==> config.mk <==
export PLATFORM = sky130hd
export DESIGN_NAME = bus_width_adapter
export DESIGN_NICKNAME = d
export VERILOG_FILES = /design/src/rtl/bus_width_adapter.sv
export SDC_FILE = /design/constraint.sdc
export NUM_CORES = 1
export LEC_CHECK = 0
export CORE_AREA = 5 5 99 124
export DETAILED_ROUTE_END_ITERATION = 8
export DIE_AREA = 0 0 104 129
export PLACE_DENSITY = 0.9
export SLEW_MARGIN = 20
export SYNTH_ARGS = -nofsm -noshare
export SYNTH_HDL_FRONTEND = slang
export SYNTH_SLANG_ARGS = --single-unit
==> constraint.sdc <==
create_clock -name clk -period 5.1 [get_ports clk]
set_input_delay 0.51 -clock clk [delete_from_list [all_inputs] [get_ports clk]]
set_output_delay 0.51 -clock clk [all_outputs]
set_load 0.03 [all_outputs]
==> src/rtl/bus_width_adapter.sv <==
`timescale 1ns/1ps
module bus_width_adapter #(
  parameter int AW = 30
) (
  input  logic          clk,
  input  logic          rst_n,
  input  logic          req_valid,
  input  logic          req_write,
  input  logic [AW-1:0] req_addr,
  input  logic [3:0]    req_mask,
  input  logic [31:0]   req_wdata,
  output logic          req_ready,
  output logic          done,
  output logic [31:0]   rdata,
  output logic          bus_active,
  output logic          bus_write,
  output logic [AW-1:0] bus_addr,
  output logic [3:0]    bus_be_n,
  output logic [31:0]   bus_dout,
  input  logic [31:0]   bus_din,
  input  logic          bus_rdy_n,
  input  logic          bus_sz16_n,
  input  logic          bus_sz8_n
);
  logic          busy, wr_q, done_q;
  logic [AW-1:0] addr_q;
  logic [3:0]    rem;
  logic [31:0]   wd_q, rd_q;
  logic [1:0]    lo_idx;

  wire       narrow8  = !bus_sz8_n;
  wire       narrow16 = !bus_sz16_n && bus_sz8_n;
  wire       lo_pend  = |rem[1:0];
  wire [3:0] lowest   = rem & (~rem + 4'd1);
  wire [3:0] half     = lo_pend ? (rem & 4'b0011) : (rem & 4'b1100);
  wire [3:0] xfer     = narrow8 ? lowest : (narrow16 ? half : rem);
  wire       beat     = busy && !bus_rdy_n;
  wire       last     = (rem & ~xfer) == 4'd0;

  always_comb begin
    if (rem[0])      lo_idx = 2'd0;
    else if (rem[1]) lo_idx = 2'd1;
    else if (rem[2]) lo_idx = 2'd2;
    else             lo_idx = 2'd3;
  end

  assign req_ready  = !busy;
  assign done       = done_q;
  assign rdata      = rd_q;
  assign bus_active = busy;
  assign bus_write  = wr_q;
  assign bus_addr   = addr_q;
  assign bus_be_n   = busy ? ~rem : 4'hF;
  assign bus_dout   = {wd_q[31:16], lo_pend ? wd_q[15:8] : wd_q[31:24], wd_q[8*lo_idx +: 8]};

  always_ff @(posedge clk or negedge rst_n) begin
    if (!rst_n) begin
      busy   <= 1'b0;
      wr_q   <= 1'b0;
      done_q <= 1'b0;
      addr_q <= '0;
      rem    <= 4'd0;
      wd_q   <= 32'd0;
      rd_q   <= 32'd0;
    end else begin
      done_q <= 1'b0;
      if (!busy && req_valid) begin
        addr_q <= req_addr;
        wr_q   <= req_write;
        wd_q   <= req_wdata;
        rd_q   <= 32'd0;
        rem    <= req_mask;
        busy   <= |req_mask;
        done_q <= ~|req_mask;
      end else if (beat) begin
        rem <= rem & ~xfer;
        if (last) begin
          busy   <= 1'b0;
          done_q <= 1'b1;
        end
        if (!wr_q) begin
          for (int i = 0; i < 4; i++) begin
            if (xfer[i])
              rd_q[8*i +: 8] <= narrow8 ? bus_din[7:0]
                              : (narrow16 ? bus_din[8*(i%2) +: 8] : bus_din[8*i +: 8]);
          end
        end
      end
    end
  end

  a_r8_empty_done: assert property (@(posedge clk) disable iff (!rst_n)
    (req_ready && req_valid && req_mask == 4'd0) |=> (done && !bus_active));

  a_r4_be_shrink: assert property (@(posedge clk) disable iff (!rst_n)
    (bus_active && !bus_rdy_n) |=> (!bus_active ||
      ((((~bus_be_n) & $past(bus_be_n)) == 4'd0) &&
       ($countones(~bus_be_n) < $countones(~$past(bus_be_n))))));

  a_r2_byte_step: assert property (@(posedge clk) disable iff (!rst_n)
    (bus_active && !bus_rdy_n && !bus_sz8_n && $countones(~bus_be_n) > 1) |=>
      (bus_active && $countones(~bus_be_n) == $countones(~$past(bus_be_n)) - 1));

  a_r3_full_width: assert property (@(posedge clk) disable iff (!rst_n)
    (bus_active && !bus_rdy_n && bus_sz8_n && bus_sz16_n) |=> (!bus_active && done));

  a_r11_wait_hold: assert property (@(posedge clk) disable iff (!rst_n)
    (bus_active && bus_rdy_n) |=> (bus_active && $stable(bus_be_n) &&
      $stable(bus_dout) && $stable(bus_addr)));

  a_r9_addr_stable: assert property (@(posedge clk) disable iff (!rst_n)
    (bus_active && $past(bus_active)) |-> ($stable(bus_addr) && $stable(bus_write)));

  a_r10_done_idle: assert property (@(posedge clk) disable iff (!rst_n)
    done |-> (req_ready && !bus_active));

  a_r4_no_empty_cycle: assert property (@(posedge clk) disable iff (!rst_n)
    bus_active |-> (bus_be_n != 4'hF));
endmodule

After elaboration in Yosys (flattened, before gate mapping)
Index checks and enable logic that the tools add are counted.
- add/sub/neg operators: 1
- eq/ne operators: 1
- shift-type cells: 1
- mux-type cells: 28
- bitwise gates (word level): 4
- reduce and logical (&&, ||, !) cells: 21
- operator list (cell ; count):
    32-bit 2-to-1 mux ; 3
    8-bit 2-to-1 mux ; 10
    32-bit by 6-bit variable part select with 8-bit output ; 1
    4-bit 2-to-1 mux ; 6
    3-bit AND reduction ; 4
    2-bit nonzero test ; 6
    4-bit AND ; 2
    4-bit inverter ; 2
    1-bit 2-to-1 mux ; 7
    4-bit by 1-bit adder with 4-bit output (second input constant) ; 1
    1-bit logical NOT ; 4
    4-bit logical NOT ; 1
    2-bit 2-to-1 mux ; 2
    4-bit OR reduction ; 1
    1-bit logical AND ; 3
    2-bit by 1-bit inequality test with 1-bit output (second input constant) ; 1
    2-bit AND reduction ; 1
    2-bit OR reduction ; 1
- flip-flop bits (word level): 101
- bits of input ports: 105
- output and inout bits: 102
- logic and storage cells: 66

Logic depth before layout (Yosys ltp)
- depth in word-level cells: 10
- depth in mapped cells: 7
- depth with buffers taken out: 4

Worst setup path before layout
No wires, ideal clock.
- kind: flip-flop to output port
- start point: register rem[0]
- end point: output port bus_dout[3]
- data arrival time: 1859 ps
- data required time: 4590 ps
- path slack: 2731 ps
- cell stages (with the launch flop): 6
- path buffers: 1
- cells stage by stage: dfrtp_1 -> buf_6 -> nor2_2 -> mux2_2 -> mux2i_1 -> o21ai_0
- cells in the longest elaborated chain, start to end: 2
- ends and longest elaborated chain (what ; line ; source):
    start: declaration ; 27 ; logic [3:0] rem;
    start signal: assignment ; 72 ; rem <= req_mask;
    start signal: assignment ; 76 ; rem <= rem & ~xfer;
    2-bit 2-to-1 mux ; 41 ; if (rem[0]) lo_idx = 2'd0;
    32-bit by 6-bit variable part select with 8-bit output ; 54 ; assign bus_dout = {wd_q[31:16], lo_pend ? wd_q[15:8] : wd_q[31:24], wd_q[8*lo_idx +: 8]};
    end: declaration ; 19 ; output logic [31:0] bus_dout,
No other way between the ends.

Final worst setup path
- start point: register rem[1]
- end point: output port bus_dout[1]
- cells in the longest elaborated chain, start to end: 3
- ends and longest elaborated chain (what ; line ; source):
    2-bit 2-to-1 mux ; 42 ; else if (rem[1]) lo_idx = 2'd1;
    2-bit 2-to-1 mux ; 41 ;
    32-bit by 6-bit variable part select with 8-bit output ; 54 ;
No other way between the ends.

==> impl_metrics.json <==
{
  "status": "finished, final reports clean",
  "worstPathMaxFanout": 7,
  "syn_nets": 626,
  "timing.hold.ws_ps": 132,
  "ys_ff_latch": 101,
  "avgSynthCellArea_um2": 9.24,
  "synth.largest_area_cell": "dfrtp_1",
  "pre_cts_ws_ps": 2100,
  "dp_hpwl_um": 10600,
  "holdBufCountCts": 0,
  "cp_cell_sequence": "inv_1, a21oi_2, mux4_1, clkdlybuf4s50_1",
  "gp_congestion": 0.856,
  "grt.total_usage": 0.216,
  "postCtsResizedCells": 0,
  "setup_viol": 0,
  "antenna_cells": 0,
  "wl_per_cell_um": 17.3,
  "fin_crit_sh": 0.651,
  "initialDrtViolationCount": 182,
  "first_global_vias": 4620,
  "drv_cap": 0,
  "clk_pin_slew_ps": 70,
  "antenna_found_initial": 0,
  "max_freq_ghz": 0.301,
  "cp-end-kind": "output port",
  "die_w_um": 104,
  "syn_area_um2": 4810,
  "cts_max_path_buffers": 2,
  "wl_um": 14400,
  "power_frac_seq": 0.294,
  "seq_area_frac_synth": 0.525,
  "synthToLayoutAreaGrowth_pct": 47.5,
  "cts_tree": "yes",
  "dieHeight_um": 129,
  "grt_max_degree": 90,
  "finalMaxSlewViolations": 0,
  "p_switching_mw": 2.16,
  "cts_max_level": 3,
  "finalHoldViolCount": 0,
  "dp_cells": 818,
  "clkSinkCount": 101,
  "yosysWarnings": 0,
  "hp-class": "primary input to asynchronous set/reset pin",
  "post_cts_buffers": 0,
  "drc": 0,
  "p_int_mw": 2.72,
  "vias": 4352,
  "rsz0062_at_grt": "false",
  "finish.utilization": 0.647,
  "tns_ps": 0,
  "async_flop_share": 1.00,
  "comb_power_share": 0.562,
  "clock-root-buffer": "clkbuf_16",
  "clock_power_share": 0.144,
  "io_pins": 207,
  "synth_cell_type_count": 38,
  "fin_nets": 799,
  "crit_required_ps": 4590,
  "crit_buf_inv": 2,
  "via_per_inst": 5.22,
  "synth_top_area_share": 0.525,
  "portBuffers": 206,
  "grt-ovfl-total": 0,
  "drive_above_1_share": 0.0801,
  "slowest_stage": "mux4_1",
  "power_mw": 4.88,
  "critPathTopFamily": "buffers and inverters",
  "core_area_um2": 11000,
  "design_area_um2": 7100,
  "critPathLaunchType": "flip-flop",
  "fin_cells": 834,
  "worstMarginPinSlew_ps": 945,
  "firstDrtPassIters": 4,
  "syn_inst": 521,
  "synth_edf_count": 0,
  "grt_pass1_wl_um": 23400,
  "fin_worst_skew_ps": 6.84,
  "layout_setup_ws_ps": 1780,
  "fp-row-count": 43,
  "max_slew_margin": 0.370,
  "cp.arrival_ps": 2810,
  "cts_buffers": 9,
  "dpl_cell_area_um2": 6790,
  "p_per_area_nw_per_um2": 688,
  "insertion_delay_ps": 340,
  "start_util": 0.438,
  "synthTopCellsByArea": "dfrtp_1, nand2_1, mux2i_1",
  "dieArea_um2": 13400,
  "synthFlopType": "dfrtp_1",
  "antenna_left": 0,
  "period_needed_ps": 3320,
  "switching_share": 0.443,
  "p_leak_nw": 3.25,
  "ir_drop_v": 0.000349,
  "max_stage_delay_ps": 620,
  "worstSetupPathType": "flip-flop to output port"
}
## synthesized netlist by cell type, types with 2 or more instances
| cell | instances |
|---|---|
| inv_1 | 2 |
| buf_4 | 19 |
| a211oi_2 | 2 |
| nand3_2 | 2 |
| buf_6 | 4 |
| nand3_1 | 14 |
| mux2_2 | 8 |
| nor2_1 | 17 |
| clkbuf_1 | 21 |
| a311oi_1 | 8 |
| o21ai_2 | 8 |
| nor2b_1 | 4 |
| dfrtp_1 | 101 |
| mux4_2 | 6 |
| buf_2 | 3 |
| nand2_1 | 235 |
| nand2b_1 | 2 |
| o21ai_0 | 24 |
| a211oi_1 | 6 |
| mux2i_1 | 17 |
## per-layer routing
layer  share of wire  GRT usage  vias to the layer above
met5               0          0                        -
met4           0.038      0.101                        0
met3            0.10     0.0873                       45
met2            0.49      0.360                      222
met1            0.38      0.242                     2050
li1                -          -                     2035
## cells by family (layout without fill, tap and decap cells)
family | after synthesis | count (layout) | synth area share
mux | 32 | 32 | 0.0876
simple gates | 280 | 280 | 0.236
flops | 101 | 101 | 0.525
compound gates | 56 | 56 | 0.0850
buf+inv | 52 | 230 | 0.0660
## cells in the final DEF, fill, tap and decap left out, drive strengths merged, types with 8 or more instances in the layout
cell,instances
a211oi,8
a311oi,8
clkbuf,11
clkdlybuf4s50,205
dfrtp,101
mux2,8
mux2i,17
nand2,235
nand3,16
nor2,18
o21ai,32
## layout make-up
class	count	area [um^2]
fillers	871	3880
inverters	2	7.51
clock inverters	5	58.8
repair buffers	212	2100
clock buffers	11	253
flip-flops and latches	101	2530
well taps	135	169
multi-input cells	368	1980
## power groups by stage
stage | registers [mW] | logic, mW | clock network [mW]
6_report | 1.43 | 2.75 | 0.704
5_1_grt | 1.49 | 2.93 | 0.756
4_1_cts | 1.43 | 2.78 | 0.719
3_5_place_dp | 1.45 | 2.77 | 0
3_3_place_gp | 1.42 | 2.71 | 0
2_1_floorplan | 1.80 | 1.32 | 0
## path summary, 6_finish.rpt
path,from,to,slack (ps),cells after the start
hold reg to reg,bus_addr[16],bus_addr[16],480,2
max in group asynchronous,rst_n,wd_q[14],3810,2
setup reg to reg,bus_active,rdata[6],2760,4
min in group clk,bus_addr[16],bus_addr[16],480,2
hold / removal,rst_n,bus_addr[27],130,1
setup / recovery,rem[1],bus_dout[1],1780,4
## sequential cells by signal (all words and copies together), names as in the netlist
register / cells
rem: 4
rdata: 32
bus_active: 1
done: 1
bus_write: 1
wd_q: 32
bus_addr: 30
(Power assumes the default switching activity.)
